[src/rtl/ssu_pkg.sv]
package ssu_pkg;
  localparam logic [2:0] MODE_OFF      = 3'b000;
  localparam logic [2:0] MODE_IN_TMR   = 3'b001;
  localparam logic [2:0] MODE_OUT_FREE = 3'b100;

  function automatic logic is_shift_mode(input logic [2:0] m);
    return (m == MODE_IN_TMR) || (m == MODE_OUT_FREE);
  endfunction
endpackage

[src/rtl/ssu_rate_gen.sv]
module ssu_rate_gen #(
  parameter int CNT_W = 8
) (
  input  logic             clk,
  input  logic             rst,
  input  logic             run,
  input  logic             restart,
  input  logic [CNT_W-1:0] half,
  output logic             sclk,
  output logic             rise_o,
  output logic             fall_o
);
  localparam int W = CNT_W + 1;

  logic [W-1:0] cnt;
  logic [W-1:0] reload;
  logic         tick;

  assign reload = W'(half) + W'(1);
  assign tick   = run && !restart && (cnt == '0);
  assign rise_o = tick && !sclk;
  assign fall_o = tick && sclk;

  always_ff @(posedge clk) begin
    if (rst) begin
      cnt  <= '0;
      sclk <= 1'b1;
    end else if (restart || !run) begin
      cnt  <= reload;
      sclk <= 1'b1;
    end else if (cnt == '0) begin
      cnt  <= reload;
      sclk <= ~sclk;
    end else begin
      cnt <= cnt - W'(1);
    end
  end

  // the clock holds its level while the phase counter is still nonzero
  a_r2_hold_between_ticks: assert property (@(posedge clk) disable iff (rst)
    (run && !restart && cnt != '0) |=> $stable(sclk));
  // with no run request the clock parks high
  a_r8_park_high: assert property (@(posedge clk) disable iff (rst)
    (!run) |=> sclk);
endmodule

[src/rtl/ssu_bit_ctr.sv]
module ssu_bit_ctr #(
  parameter int DW = 8
) (
  input  logic clk,
  input  logic rst,
  input  logic clr,
  input  logic step,
  output logic last,
  output logic flag
);
  localparam int CW = (DW > 1) ? $clog2(DW) : 1;

  logic [CW-1:0] cnt;

  assign last = step && (cnt == CW'(DW - 1));

  always_ff @(posedge clk) begin
    if (rst || clr) begin
      cnt  <= '0;
      flag <= 1'b0;
    end else if (step) begin
      if (cnt == CW'(DW - 1)) begin
        cnt  <= '0;
        flag <= 1'b1;
      end else begin
        cnt <= cnt + CW'(1);
      end
    end
  end

  // an access always leaves the flag low
  a_r5_clear_drops_flag: assert property (@(posedge clk) disable iff (rst)
    clr |=> !flag);
  // the flag only rises on a counted clock edge
  a_r4_flag_on_step: assert property (@(posedge clk) disable iff (rst)
    $rose(flag) |-> $past(step));
endmodule

[src/rtl/ssu_shreg.sv]
module ssu_shreg #(
  parameter int DW = 8
) (
  input  logic          clk,
  input  logic          rst,
  input  logic          load,
  input  logic [DW-1:0] wdata,
  input  logic          shift_in,
  input  logic          din,
  input  logic          rotate,
  output logic [DW-1:0] sr
);
  always_ff @(posedge clk) begin
    if (rst)
      sr <= '0;
    else if (load)
      sr <= wdata;
    else if (shift_in)
      sr <= {sr[DW-2:0], din};
    else if (rotate)
      sr <= {sr[DW-2:0], sr[DW-1]};
  end

  // rotation never gains or loses a one
  a_r6_rotate_keeps_ones: assert property (@(posedge clk) disable iff (rst)
    (rotate && !load && !shift_in) |=> ($countones(sr) == $countones($past(sr))));
  // received bit lands in bit 0
  a_r3_bit0_takes_din: assert property (@(posedge clk) disable iff (rst)
    (shift_in && !load) |=> (sr[0] == $past(din)));
endmodule

[src/rtl/ser_shift_unit.sv]
module ser_shift_unit #(
  parameter int DW    = 8,
  parameter int CNT_W = 8
) (
  input  logic             clk,
  input  logic             rst,
  input  logic [2:0]       mode,
  input  logic             cpu_wr,
  input  logic             cpu_rd,
  input  logic [DW-1:0]    cpu_wdata,
  output logic [DW-1:0]    cpu_rdata,
  input  logic [CNT_W-1:0] tmr_lo,
  input  logic             sdat_in,
  output logic             sclk_out,
  output logic             sclk_oe,
  output logic             sdat_out,
  output logic             sdat_oe,
  output logic             done_flag
);
  import ssu_pkg::*;

  logic          access, shifting, in_mode, out_mode;
  logic          active, run;
  logic          rise, fall, last;
  logic [DW-1:0] sr;

  assign access   = cpu_wr || cpu_rd;
  assign shifting = is_shift_mode(mode);
  assign in_mode  = (mode == MODE_IN_TMR);
  assign out_mode = (mode == MODE_OUT_FREE);
  assign run      = active && shifting;

  always_ff @(posedge clk) begin
    if (rst)
      active <= 1'b0;
    else if (!shifting)
      active <= 1'b0;
    else if (access)
      active <= 1'b1;
    else if (last && in_mode)
      active <= 1'b0;
  end

  always_ff @(posedge clk) begin
    if (rst) begin
      sclk_oe   <= 1'b0;
      sdat_oe   <= 1'b0;
      cpu_rdata <= '0;
    end else begin
      sclk_oe   <= shifting;
      sdat_oe   <= out_mode;
      cpu_rdata <= sr;
    end
  end

  ssu_rate_gen #(.CNT_W(CNT_W)) u_rate (
    .clk(clk), .rst(rst), .run(run), .restart(access), .half(tmr_lo),
    .sclk(sclk_out), .rise_o(rise), .fall_o(fall)
  );

  ssu_bit_ctr #(.DW(DW)) u_bits (
    .clk(clk), .rst(rst), .clr(access), .step(rise && in_mode),
    .last(last), .flag(done_flag)
  );

  ssu_shreg #(.DW(DW)) u_sr (
    .clk(clk), .rst(rst), .load(cpu_wr), .wdata(cpu_wdata),
    .shift_in(rise && in_mode), .din(sdat_in),
    .rotate(fall && out_mode), .sr(sr)
  );

  assign sdat_out = sr[DW-1];

  // off mode drops both enables next cycle
  a_r1_enables_off: assert property (@(posedge clk) disable iff (rst)
    (mode == MODE_OFF) |=> (!sclk_oe && !sdat_oe));
  // outside the shifting modes the clock is high next cycle
  a_r8_stop_high: assert property (@(posedge clk) disable iff (rst)
    (!shifting) |=> sclk_out);
  // once done, the clock holds until an access
  a_r4_hold_after_done: assert property (@(posedge clk) disable iff (rst)
    (done_flag && !access) |=> $stable(sclk_out));
  // the flag is never raised in rotate-out mode
  a_r6_no_flag_out: assert property (@(posedge clk) disable iff (rst)
    (out_mode && !done_flag) |=> !done_flag);
endmodule

[config.mk]
export PLATFORM = sky130hd
export DESIGN_NAME = ser_shift_unit
export DESIGN_NICKNAME = d
export VERILOG_FILES = /design/src/rtl/ssu_pkg.sv /design/src/rtl/ssu_rate_gen.sv /design/src/rtl/ssu_bit_ctr.sv /design/src/rtl/ssu_shreg.sv /design/src/rtl/ser_shift_unit.sv
export SDC_FILE = /design/constraint.sdc
export NUM_CORES = 1
export LEC_CHECK = 0
export BUFFER_PORTS_ARGS = -buffer_cell sky130_fd_sc_hd__buf_4
export CAP_MARGIN = 20
export CORE_AREA = 3 3 58 60
export CTS_CLUSTER_DIAMETER = 100
export CTS_CLUSTER_SIZE = 30
export DETAILED_ROUTE_END_ITERATION = 8
export DIE_AREA = 0 0 61 63
export PLACE_DENSITY = 0.87
export SLEW_MARGIN = 25
export SYNTH_ARGS = -nofsm -noshare
export SYNTH_HDL_FRONTEND = slang
export SYNTH_HIERARCHICAL = 1
export SYNTH_SLANG_ARGS = --single-unit
export TNS_END_PERCENT = 10
[constraint.sdc]
create_clock -name clk -period 6.9 [get_ports clk]
set_input_delay 1.035 -clock clk [delete_from_list [all_inputs] [get_ports clk]]
set_output_delay 1.035 -clock clk [all_outputs]
set_load 0.05 [all_outputs]
# == After elaboration in Yosys (flattened, before gate mapping) ==
# Cells that the tools add are included.
# totals
reg_bits,33
word_cells,47
# classes
n_bitwise,2
n_reduce_logical,22
n_mux,8
addsub,3
eq_ne,3
# op_table
cell,count
$mux W8,3
$mux W9,2
$add A8 B1 Y9 const B,1
$logic_and A1 B1 Y1,9
$logic_not A9 Y1,1
$sub A9 B1 Y9 const B,1
$eq A3 B3 Y1 const B,2
$logic_or A1 B1 Y1,4
$reduce_or A2 Y1,2
$add A3 B1 Y3 const B,1
$eq A3 B1 Y1 const B,1
$logic_not A1 Y1,3
$mux W3,1
$reduce_bool A3 Y1,1
$mux W1,2
$not A1 Y1,2
$reduce_and A2 Y1,1
$reduce_bool A2 Y1,1

# == Logic depth before layout (Yosys ltp) ==
# Gate-level depths: netlist of the first run.
# logic_depth
word_depth,11
mapped_depth,11

# == Hierarchy ==
# The synthesis of the first run kept the hierarchy.
# by_module_without_submodules
module,cells_each,n_inst,area_each_um2
ssu_rate_gen,75,1,658.1
ssu_shreg,40,1,439.2
ser_shift_unit,31,1,375.4
ssu_bit_ctr,17,1,185.2

# == Worst setup path after synthesis of the first run ==
# Ideal clock, no wire load.
# synth_timing
path_kind,input to register
start,in mode[0]
end,reg active
path_buffers,0
required_time_ns,6.785
arrival_ns,3.034
stages,9
path_slack_ns,3.751
setup_ns,0.115
path_cell_list,nand2b_4 > a211oi_1 > nand2b_1 > nor3_1 > nor3b_1 > and2_1 > inv_1 > o31a_1 > o21a_1
# synth_between
elab_chain_cells,10
# synth_rtl
item,line,text
from (decl),ser_shift_unit.sv:7,"input logic [2:0] mode,"
$eq A3 B1 Y1 or $eq A3 B3 Y1 (tied branches),ssu_pkg.sv:7,return (m == MODE_IN_TMR) || (m == MODE_OUT_FREE);
$logic_or A1 B1 Y1 *,ssu_pkg.sv:7,
$logic_and A1 B1 Y1 *,ser_shift_unit.sv:31,assign run = active && shifting;
net run,ser_shift_unit.sv:23,"logic active, run;"
$logic_and A1 B1 Y1 * (2 in series),ssu_rate_gen.sv:20,assign tick = run && !restart && (cnt == '0);
$logic_and A1 B1 Y1 *,ssu_rate_gen.sv:21,assign rise_o = tick && !sclk;
net rise,ser_shift_unit.sv:24,"logic rise, fall, last;"
$logic_and A1 B1 Y1 *,ser_shift_unit.sv:62,".clk(clk), .rst(rst), .clr(access), .step(rise && in_mode),"
$logic_and A1 B1 Y1 *,ssu_bit_ctr.sv:15,assign last = step && (cnt == CW'(DW - 1));
net last,ser_shift_unit.sv:24,
$logic_and A1 B1 Y1 *,ser_shift_unit.sv:40,else if (last && in_mode)
$reduce_bool A2 Y1 (no source line) *,--,
to (signal assigned),ser_shift_unit.sv:37,active <= 1'b0;
to (signal assigned),ser_shift_unit.sv:39,active <= 1'b1;
to (signal assigned),ser_shift_unit.sv:41,active <= 1'b0;
to (decl),ser_shift_unit.sv:23,
# Mark *: on every way through the listed nets, which the timed path passes. The rest lies on a longest branch.
# A chain may end at the register's enable or synchronous reset.

# == Final worst setup path of the first run ==
# layout_timing
start,in mode[0]
end,reg u_sr.sr[6]
# layout_between
elab_chain_cells,9
# layout_rtl
item,line,text
$eq A3 B1 Y1 or $eq A3 B3 Y1 (tied branches),ssu_pkg.sv:7,
$logic_or A1 B1 Y1 *,ssu_pkg.sv:7,
$logic_and A1 B1 Y1 *,ser_shift_unit.sv:31,
net run,ser_shift_unit.sv:23,
$logic_and A1 B1 Y1 * (2 in series),ssu_rate_gen.sv:20,
$logic_and A1 B1 Y1 *,ssu_rate_gen.sv:21,
net rise,ser_shift_unit.sv:24,
$logic_and A1 B1 Y1 *,ser_shift_unit.sv:68,".shift_in(rise && in_mode), .din(sdat_in),"
$mux W8,ssu_shreg.sv:18,else if (shift_in)
$mux W8,ssu_shreg.sv:16,else if (load)
to (signal assigned),ssu_shreg.sv:17,sr <= wdata;
to (signal assigned),ssu_shreg.sv:19,"sr <= {sr[DW-2:0], din};"
to (signal assigned),ssu_shreg.sv:21,"sr <= {sr[DW-2:0], sr[DW-1]};"
to (decl),ssu_shreg.sv:11,output logic [DW-1:0] sr
# Marks and branches as above.

==> results of run 1 <==
path summary, 6_finish.rpt:
check                      startpoint                       to  slack (ns)  cells after the start
max                           mode[0]  u_sr/sr[6]$_SDFFE_PP0P_        3.56                      9
min           u_sr/sr[0]$_SDFFE_PP0P_  u_sr/sr[0]$_SDFFE_PP0P_        0.49                      2
max reg2reg  u_rate/cnt[0]$_SDFF_PP0_  u_sr/sr[6]$_SDFFE_PP0P_        4.02                      9
min reg2reg   u_sr/sr[0]$_SDFFE_PP0P_  u_sr/sr[0]$_SDFFE_PP0P_        0.49                      2
registers in the layout, summed over array words and instances (netlist names):
name	flops
u_rate/sclk	1
u_bits/flag	1
cpu_rdata	8
sclk_oe	1
u_bits/cnt	3
active	1
u_sr/sr	8
sdat_oe	1
u_rate/cnt	9
through the flow:
stage	setup WS [ns]	cell area (um^2)	instances	util, %	hold slack (ns)
floorplan	3.75	1660	163	-	0.444
global placement	3.28	1910	226	64.2	0.475
detailed placement	2.89	1910	226	64.2	0.475
CTS	3.24	2020	234	67.7	0.493
global route	3.35	2020	234	67.9	0.516
finish	3.56	2020	234	67.9	0.493
metal layers:
| layer | vias to the layer above | global-route usage [%] | routed length [um] |
|---|---|---|---|
| met4 | 0 | 7.86 | 89 |
| met2 | 30 | 32.6 | 1770 |
| met3 | 9 | 6.61 | 135 |
| met1 | 623 | 23.0 | 1470 |
| li1 | 654 | - | - |
| met5 | - | 0 | 0 |
worst reg2reg max path, cell delays in order, from the launching register on:
cell	delay (ns)
dfxtp_1	0.36
inv_1	0.07
ha_1	0.22
nor4b_2	0.32
nand2_1	0.16
nor3_1	0.18
nor3b_2	0.50
or3_1	0.62
nor2_1	0.14
a211oi_2	0.25
cells in the final DEF, fill, tap and decap left out, drive strengths merged, types with 2 or more instances in the layout:
cell    synthesis  final
buf             6     36
dfxtp          33     33
nor2           17     17
a211oi         14     14
xnor2          10     10
nor2b           8      8
mux2i           8      8
nor3            7      7
inv             6      6
nand2           6      6
nand2b          6      6
clkbuf          0      5
ha              4      4
nand3           4      4
a21oi           3      3
nor4            3      3
o22ai           3      3
bufinv          0      2
nand3b          2      2
a311oi          2      2
or3             2      2
or2             2      2
nor3b           2      2
cells by family (layout without fill, tap and decap cells):
family                     count (synthesis)  in the layout
adders and majority gates                  4              4
xor gates and xnor gates                  11             11
AOI/OAI and AO/OA                         27             27
muxes                                      9              9
and+or+nand+nor                           67             67
buffers and inverters                     12             50
DFF                                       33             33
power groups by stage:
stage	sequential (W)	combinational (W)	clock [W]
2_1_floorplan	0.000221	0.0000409	0
3_3_place_gp	0.000211	0.0000708	0
3_5_place_dp	0.000212	0.0000738	0
4_1_cts	0.000208	0.0000744	0.000179
5_1_grt	0.000209	0.0000805	0.000188
6_report	0.000208	0.0000742	0.000177
layout make-up:
type | count | area [um^2]
timing repair buffer | 36 | 270
sequential | 33 | 661
tap | 33 | 41.3
multi-input combinational | 118 | 923
fill | 231 | 957
inverter | 6 | 22.5
clock inverter | 3 | 65.1
clock buffer | 5 | 37.5
==> flow_metrics.tcl, run 1 <==
set metrics [dict create \
    status "completed" \
    syn_avg_cell_area_um2 10.2 \
    drt_pass1_iterations 5 \
    cts_num_sinks 33 \
    yosysTopAreaCellShare_pct 39.8 \
    slew_headroom_pct 56.4 \
    cts_resized 0 \
    clock_path_buffers 2 \
    io_buffers 36 \
    first_iter_violations 37 \
    diodes 0 \
    start_util_pct 55.7 \
    antenna_found_initial 0 \
    viasPerCell 5.62 \
    crit_family "simple AND/OR/NAND/NOR gates" \
    postRouteAntennaNets 0 \
    place_hpwl_mm 2.53 \
    synth_ff_type "dfxtp_1" \
    crit_chain "buf_4 > nand2b_4 > a211oi_1 > nand2b_1 > nor3_1 > nor3b_2 > or3_1 > nor2_1 > a211oi_2" \
    final_nets 228 \
    cpPeakStageDelay_ns 0.62 \
    clk_pin_slew_worst_paths_ns 0.10 \
    gp_congestion 0.824 \
    post_cts_buffers 0 \
    syn2layout_area_growth_pct 21.9 \
    hold_viol 0 \
    post-route-period-util_pct 48.5 \
    grt_max_degree 32 \
    yosys_warnings 6 \
    ctsHtreeMaxLevel 2 \
    p_total_w 0.000459 \
    crit_path_top_delay_cell "or3_1" \
    synth_nets 191 \
    vias 1316 \
    postCtsHoldBufs 0 \
    period_minus_slack_ns 3.34 \
    grt-ovfl-total 0 \
    synth_common_cells "dfxtp_1 (33), nor2_1 (15), xnor2_1 (10)" \
    fp.coreArea_um2 2980 \
    synth_cells 163 \
    synth_seq_cells 33 \
    maxCapViolCount 0 \
    remaining_drc_errors 0 \
    max_freq_mhz 299 \
    pwr-share-clk_pct 38.6 \
    start_kind "input pin" \
    crit_fanout 15 \
    crit_arrival_ns 3.60 \
    leakage_nw 0.810 \
    p_per_area_nw_per_um2 227 \
    grt_usage_pct 19.8 \
    yosys.area_share.adder_pct 3.02 \
    grt_pass1_wl_mm 5.76 \
    die_w_um 61 \
    synth-edff-count 0 \
    async_flop_share_pct 0 \
    synthSimpleGateAreaFrac_pct 25.1 \
    swShare_pct 24.7 \
    synth_top_family_by_area "simple AND/OR/NAND/NOR gates" \
    drv_slew 0 \
    synth_compound_area_share_pct 16.0 \
    layout-drive-gt1-share_pct 34.8 \
    setup_viol 0 \
    muxShareOfSynthArea_pct 5.51 \
    hold_path_class "reg -> reg" \
    power.net_switching_w 0.000113 \
    grt_pass1_vias 1311 \
    dieArea_um2 3840 \
    required_ns 7.16 \
    seqPwrFrac_pct 45.3 \
    clk_latency_ns 0.34 \
    p_int_w 0.000346 \
    endpoint_kind "register" \
    rsz0062_at_grt "false" \
    vdd.ir_drop.worst_mv 0.122 \
    synth.most_common_cell "dfxtp_1" \
    ys_seq_area_share_pct 39.8 \
    synth-xor-area-share_pct 5.81 \
    ys_types 47 \
    die_h_um 63 \
    cp_num_buf_inv 1 \
    worstSetupPathType "in -> reg" \
    wl_mm 3.46 \
    io_pins 37 \
    combinationalPowerShare_pct 16.1 \
    fin_setup_tns_ns 0 \
    root_buffer "clkbuf_4" \
    cts_buffers 5 \
    synth_area_leaders "dfxtp_1 (40%), a211oi_2 (6.0%), xnor2_1 (5.3%)" \
    skew_ns 0.00744 \
    synthesis.area_um2 1660 \
    cts_tree "built" \
    tightestPinTransition_ns 0.654 \
    fp-row-count 20 \
    post_drt_wl_per_cell_um 14.8 \
    yosys.area.top_type "dfxtp_1" \
]
Note: power is estimated with default switching activity, not from simulation.
==> run 2: changes to the inputs <==
Settings changed: ABC_AREA from default to 1, CORE_AREA 3 3 58 60 to 3 3 61 63, DIE_AREA 0 0 61 63 to 0 0 64 66, PLACE_DENSITY 0.87 to 0.81.
Clock period 6.9 ns to 3.11 ns, I/O delays scaled along.
==> run 2 against run 1 <==
Effect of this change:
- cell count rose by 44%
- global-route usage fell by 2.0 points
- power rose by 110%
- synthesized cell count rose by 53%
- clock skew rose by 0.0046 ns
- flip-flop and latch count did not move
- first-iteration DRC count rose by 100%
- worst setup slack got worse by 2.7 ns
- register-to-register slack got worse by 3.2 ns
- synthesized area rose by 2.3%
- count of clock-buffer cells in the layout rose by 2
- critical endpoint is now u_sr/sr[3]$_SDFFE_PP0P_
==> flow_metrics.tcl, run 2 <==
set metrics [dict create \
    yosysTopAreaCellShare_pct 38.9 \
    largest_register "u_rate/cnt" \
    fp-row-count 21 \
    tightestPinTransition_ns 0.436 \
    crit_arrival_ns 2.50 \
    design_area_um2 2090 \
    worstSetupPathType "reg -> reg" \
    syn_avg_cell_area_um2 6.79 \
    grt_pass1_vias 1424 \
    crit_fanout 8 \
    grt_pass1_wl_mm 5.83 \
    dieArea_um2 4220 \
    die_w_um 64 \
    place_area_um2 2010 \
    hold_viol 0 \
    nFillCells 308 \
    die_h_um 66 \
    postCtsHoldBufs 0 \
    clock_path_buffers 2 \
    yosys.area.top_type "dfxtp_1" \
    synth-edff-count 0 \
    drt_pass1_iterations 4 \
    layout_setup_ws_ns 0.847 \
    vias 1539 \
    io_buffers 36 \
    fin_setup_tns_ns 0 \
    io_pins 37 \
    seqPwrFrac_pct 48.1 \
    synth_nets 278 \
    yosys_warnings 6 \
    pwr-share-clk_pct 34.8 \
    synth_common_cells "nand2_1 (58), nor2_1 (51), inv_1 (43)" \
    power.net_switching_w 0.000248 \
    maxCapViolCount 0 \
    vdd.ir_drop.worst_mv 0.303 \
    fp.coreArea_um2 3280 \
    place_hpwl_mm 2.60 \
    viasPerCell 4.55 \
    post_drt_wl_per_cell_um 9.76 \
    max_freq_mhz 442 \
    post_cts_buffers 0 \
    grt_max_degree 16 \
    synth.most_common_cell "nand2_1" \
    remaining_drc_errors 0 \
    cts_buffers 5 \
    grt-ovfl-total 0 \
    skew_ns 0.0120 \
    setup_viol 0 \
    synth_cells 250 \
    ctsHtreeMaxLevel 2 \
    async_flop_share_pct 0 \
    combinationalPowerShare_pct 17.1 \
    required_ns 3.34 \
    cts_resized 0 \
    clk_latency_ns 0.33 \
    gp_congestion 0.839 \
    synthesis.area_um2 1700 \
    cts_tree "built" \
    drv_slew 0 \
    p_per_area_nw_per_um2 452 \
    swShare_pct 26.2 \
    layout-drive-gt1-share_pct 21.2 \
    final_cell_mix "nand2_1 (58), nor2_1 (51), inv_1 (43), buf_4 (36), dfxtp_1 (33)" \
    largest_reg_flops 9 \
    post-route-period-util_pct 72.8 \
    ys_types 24 \
    period_minus_slack_ns 2.26 \
    synth_seq_cells 33 \
    reg.largest.list "u_rate/cnt (9), cpu_rdata (8), u_sr/sr (8)" \
    first_iter_violations 74 \
    antenna_found_initial 0 \
    synth_area_leaders "dfxtp_1 (39%), nand2_1 (13%), nor2_1 (11%)" \
    rsz0062_at_grt "false" \
    endpoint_kind "register" \
    place_ws_ns 0.590 \
    start_util_pct 51.7 \
    diodes 0 \
    postRouteAntennaNets 0 \
    clk_pin_slew_worst_paths_ns 0.10 \
    start_kind "register" \
    syn2layout_area_growth_pct 23.4 \
    synth_ff_type "dfxtp_1" \
    ys_seq_area_share_pct 38.9 \
    slew_headroom_pct 70.8 \
    wl_mm 3.30 \
    cts_num_sinks 33 \
    final_common_cell "nand2_1" \
    status "completed" \
    final_nets 319 \
    leakage_nw 1.04 \
    hold_path_class "in -> reg" \
    root_buffer "clkbuf_4" \
    grt_usage_pct 17.8 \
    whs_ns 0.414 \
    p_int_w 0.000699 \
]
==> run 2: cell count changes in the layout (fill, tap and decap cells not counted), sizes merged, moves of 8 or more <==
cell | previous run | this run
nand2 | 6 | 65
nor2 | 17 | 57
o21ai | 0 | 13
inv | 6 | 44
mux2i | 8 | 0
nor2b | 8 | 0
a211oi | 14 | 0
==> run 2: cells by family after synthesis <==
| logic type | share of synthesized area, % |
|---|---|
| flip-flops | 38.9 |
| adder cells (fa/ha/maj) | 2.95 |
| AND/OR/NAND/NOR | 35.2 |
| buffers and inverters | 11.2 |
| AO/OA/AOI/OAI | 7.60 |
| XOR/XNOR | 4.13 |
==> run 2: per-layer routing <==
metal	up-vias	wire length (um)	global-route usage (%)
li1	835	-	-
met1	676	1490	20.1
met2	26	1660	31.2
met3	2	117	5.10
met4	0	24	7.28
met5	-	0	0
==> run 2: path summary, 6_finish.rpt <==
check | start | endpoint | slack [ns] | cells past startpoint
worst max register to register | u_rate/cnt[0]$_SDFF_PP0_ | u_sr/sr[3]$_SDFFE_PP0P_ | 0.85 | 13
worst max-delay path | u_rate/cnt[0]$_SDFF_PP0_ | u_sr/sr[3]$_SDFFE_PP0P_ | 0.85 | 13
worst min-delay path | rst | u_rate/cnt[7]$_SDFF_PP0_ | 0.41 | 2
worst min register to register | u_sr/sr[0]$_SDFFE_PP0P_ | cpu_rdata[0]$_SDFF_PP0_ | 0.43 | 2
==> run 2: power groups by stage <==
| stage | logic [W] | clock network (W) | registers (W) |
|---|---|---|---|
| after CTS | 0.000163 | 0.000340 | 0.000456 |
| after floorplan | 0.0000873 | 0 | 0.000485 |
| final | 0.000162 | 0.000330 | 0.000456 |
| after global routing | 0.000183 | 0.000366 | 0.000459 |
| after detailed placement | 0.000162 | 0 | 0.000465 |
| after global placement | 0.000158 | 0 | 0.000465 |
==> run 2: final cells by class <==
class	instances	area, um^2	share of cell area, %
Multi-Input combinational cell	170	846	40.4
Sequential cell	33	661	31.6
Clock buffer	7	55.1	2.63
Clock inverter	1	30.0	1.43
Inverter	45	174	8.31
Timing Repair Buffer	36	270	12.9
Tap cell	46	57.6	2.75
==> run 2: critical path: stages, from the launching register on <==
cell and delay [ns]:
dfxtp_1 0.31, inv_1 0.10, ha_1 0.24, nand3_2 0.17, nor2_4 0.17, nand3_1 0.11, nor2_1 0.10, inv_1 0.04
nor2_1 0.35, inv_1 0.19, nand2_4 0.15, clkinv_4 0.09, nor2_1 0.10, nor2_1 0.05
==> run 2: through the flow <==
step,power (W),instances,utilization (%)
2_1_floorplan,0.000573,250,-
3_3_place_gp,0.000624,330,61.1
3_5_place_dp,0.000627,330,61.1
4_1_cts,0.000958,338,63.7
5_1_grt,0.00101,338,63.7
6_report,0.000947,338,63.7
==> run 3: changes to the inputs <==
Clock period 3.11 ns to 2.1 ns, I/O delays scaled along.
==> run 3 against run 2 <==
Effect of this change:
- worst setup slack worse by 0.66 ns
- die area is the same
- first-iteration DRC count up 4.1%
- clock skew down 0.0084 ns
- via count is 0.84% higher
- count of clock-buffer cells in the layout is 1 lower
- clock power rose by 3%
- critical path depth is the same
- fmax grew 18%
- combinational power grew 51%
==> flow_metrics.tcl, run 3 (synthesis gave the netlist of run 2 again) <==
set metrics [dict create \
    diodes 0 \
    required_ns 2.34 \
    cts_buffers 5 \
    min_to "u_rate/cnt[7]$_SDFF_PP0_" \
    post-route-period-util_pct 91.0 \
    setup_viol 0 \
    p_per_area_nw_per_um2 603 \
    postRouteAntennaNets 0 \
    layout-drive-gt1-share_pct 23.1 \
    clock_path_buffers 2 \
    viasPerCell 4.55 \
    fp.coreArea_um2 3280 \
    post_cts_buffers 0 \
    cts_tree "built" \
    reg2reg_depth 13 \
    final_util_pct 63.5 \
    cts_num_sinks 33 \
    final_nets 322 \
    p_int_w 0.000882 \
    fin_setup_tns_ns 0 \
    crit_fanout 8 \
    syn2layout_area_growth_pct 23.0 \
    final_cell_mix "nand2_1 (58), nor2_1 (50), inv_1 (42), buf_4 (39), dfxtp_1 (33)" \
    swShare_pct 29.9 \
    crit_arrival_ns 2.15 \
    worstSetupPathType "reg -> reg" \
    largest_register "u_rate/cnt" \
    final_common_cell "nand2_1" \
    post_drt_wl_per_cell_um 9.93 \
    wl_mm 3.39 \
    hold_path_class "in -> reg" \
    worstHoldStart "rst" \
    largest_reg_flops 9 \
    gp_congestion 0.819 \
    maxCapViolCount 0 \
    r2r-start "u_rate/cnt[0]$_SDFF_PP0_" \
    start_kind "register" \
    io_buffers 36 \
    combinationalPowerShare_pct 19.4 \
    slew_headroom_pct 79.1 \
    grt_pass1_vias 1406 \
    max_freq_mhz 523 \
    fp-row-count 21 \
    power.net_switching_w 0.000377 \
    drv_slew 0 \
    rsz0062_at_grt "false" \
    root_buffer "clkbuf_4" \
    antenna_found_initial 0 \
    skew_ns 0.00366 \
    leakage_nw 1.04 \
    hold_depth 2 \
    vias 1552 \
    place_hpwl_mm 2.64 \
    status "completed" \
    first_iter_violations 77 \
    clk_pin_slew_worst_paths_ns 0.10 \
    start_util_pct 51.7 \
    tightestPinTransition_ns 0.313 \
    drt_pass1_iterations 5 \
    period_minus_slack_ns 1.91 \
    grt_pass1_wl_mm 5.81 \
    die_h_um 66 \
    cts_resized 0 \
    grt-ovfl-total 0 \
    die_w_um 64 \
    dieArea_um2 4220 \
    io_pins 37 \
    endpoint_kind "register" \
    rr_endpoint "u_sr/sr[1]$_SDFFE_PP0P_" \
    grt_max_degree 16 \
    pwr-share-clk_pct 27.0 \
    seqPwrFrac_pct 53.6 \
    reg.largest.list "u_rate/cnt (9), cpu_rdata (8), u_sr/sr (8)" \
    ctsHtreeMaxLevel 2 \
    postCtsHoldBufs 0 \
    hold_viol 0 \
    vdd.ir_drop.worst_mv 0.381 \
    remaining_drc_errors 0 \
    reg2reg_setup_slack_ns 0.19 \
    grt_usage_pct 17.6 \
    clk_latency_ns 0.33 \
]
## run 3: worst max-delay path by stage
| stage | startpoint | endpoint | slack (ns) | cells past startpoint |
|---|---|---|---|---|
| 2_1_floorplan | mode[1] | u_sr/sr[7]$_SDFFE_PP0P_ | 0.10 | 16 |
| 3_3_place_gp | u_rate/cnt[0]$_SDFF_PP0_ | u_sr/sr[7]$_SDFFE_PP0P_ | 0.13 | 13 |
| 3_5_place_dp | mode[1] | u_sr/sr[1]$_SDFFE_PP0P_ | 0.09 | 17 |
| 4_1_cts | u_rate/cnt[0]$_SDFF_PP0_ | u_sr/sr[1]$_SDFFE_PP0P_ | 0.09 | 13 |
| 5_1_grt | u_rate/cnt[0]$_SDFF_PP0_ | u_sr/sr[1]$_SDFFE_PP0P_ | 0.01 | 13 |
| 6_report | u_rate/cnt[0]$_SDFF_PP0_ | u_sr/sr[1]$_SDFFE_PP0P_ | 0.19 | 13 |
## run 3: power by group through the flow
stage	Sequential (W)	Combinational, W	Clock, W
6_report	0.000675	0.000244	0.000340
5_1_grt	0.000680	0.000274	0.000371
4_1_cts	0.000675	0.000244	0.000349
3_5_place_dp	0.000690	0.000242	0
3_3_place_gp	0.000689	0.000238	0
2_1_floorplan	0.000719	0.000129	0
## run 3: layout make-up
cell class,instances,area (um^2)
clock buffer,6,41.3
clock inverter,2,10.0
fill,301,1200
inverter,45,174
multi-input combinational,170,851
sequential,33,661
tap,46,57.6
timing repair buffer,39,293
## run 3: per-layer routing
layer | global-route usage [%] | vias up | part of all wire (%)
li1 | - | 841 | -
met1 | 20.1 | 682 | 44
met2 | 31.2 | 25 | 51
met3 | 5.78 | 4 | 3.9
met4 | 4.85 | 0 | 0.92
met5 | 0 | - | 0
## run 3: through the flow
step | instance area (um^2) | instances | power (W) | worst slack (ns) | hold WS (ns)
after detailed placement | 2030 | 333 | 0.000932 | 0.0854 | 0.428
after floorplan | 1700 | 250 | 0.000848 | 0.101 | 0.377
after CTS | 2080 | 341 | 0.00127 | 0.0883 | 0.238
final | 2090 | 341 | 0.00126 | 0.190 | 0.252
after global routing | 2090 | 341 | 0.00132 | 0.0147 | 0.256
after global placement | 2030 | 333 | 0.000927 | 0.131 | 0.411
## run 3: critical path: stages, from the launching register on
cell and delay [ns]:
dfxtp_1 0.31, inv_1 0.11, ha_2 0.23, nand3_2 0.12, nor2_4 0.15, nand3_1 0.11, nor2_1 0.10, inv_1 0.05
nor2_2 0.17, inv_2 0.09, nand2_4 0.11, clkinv_4 0.08, nor2_1 0.11, nor2_1 0.05
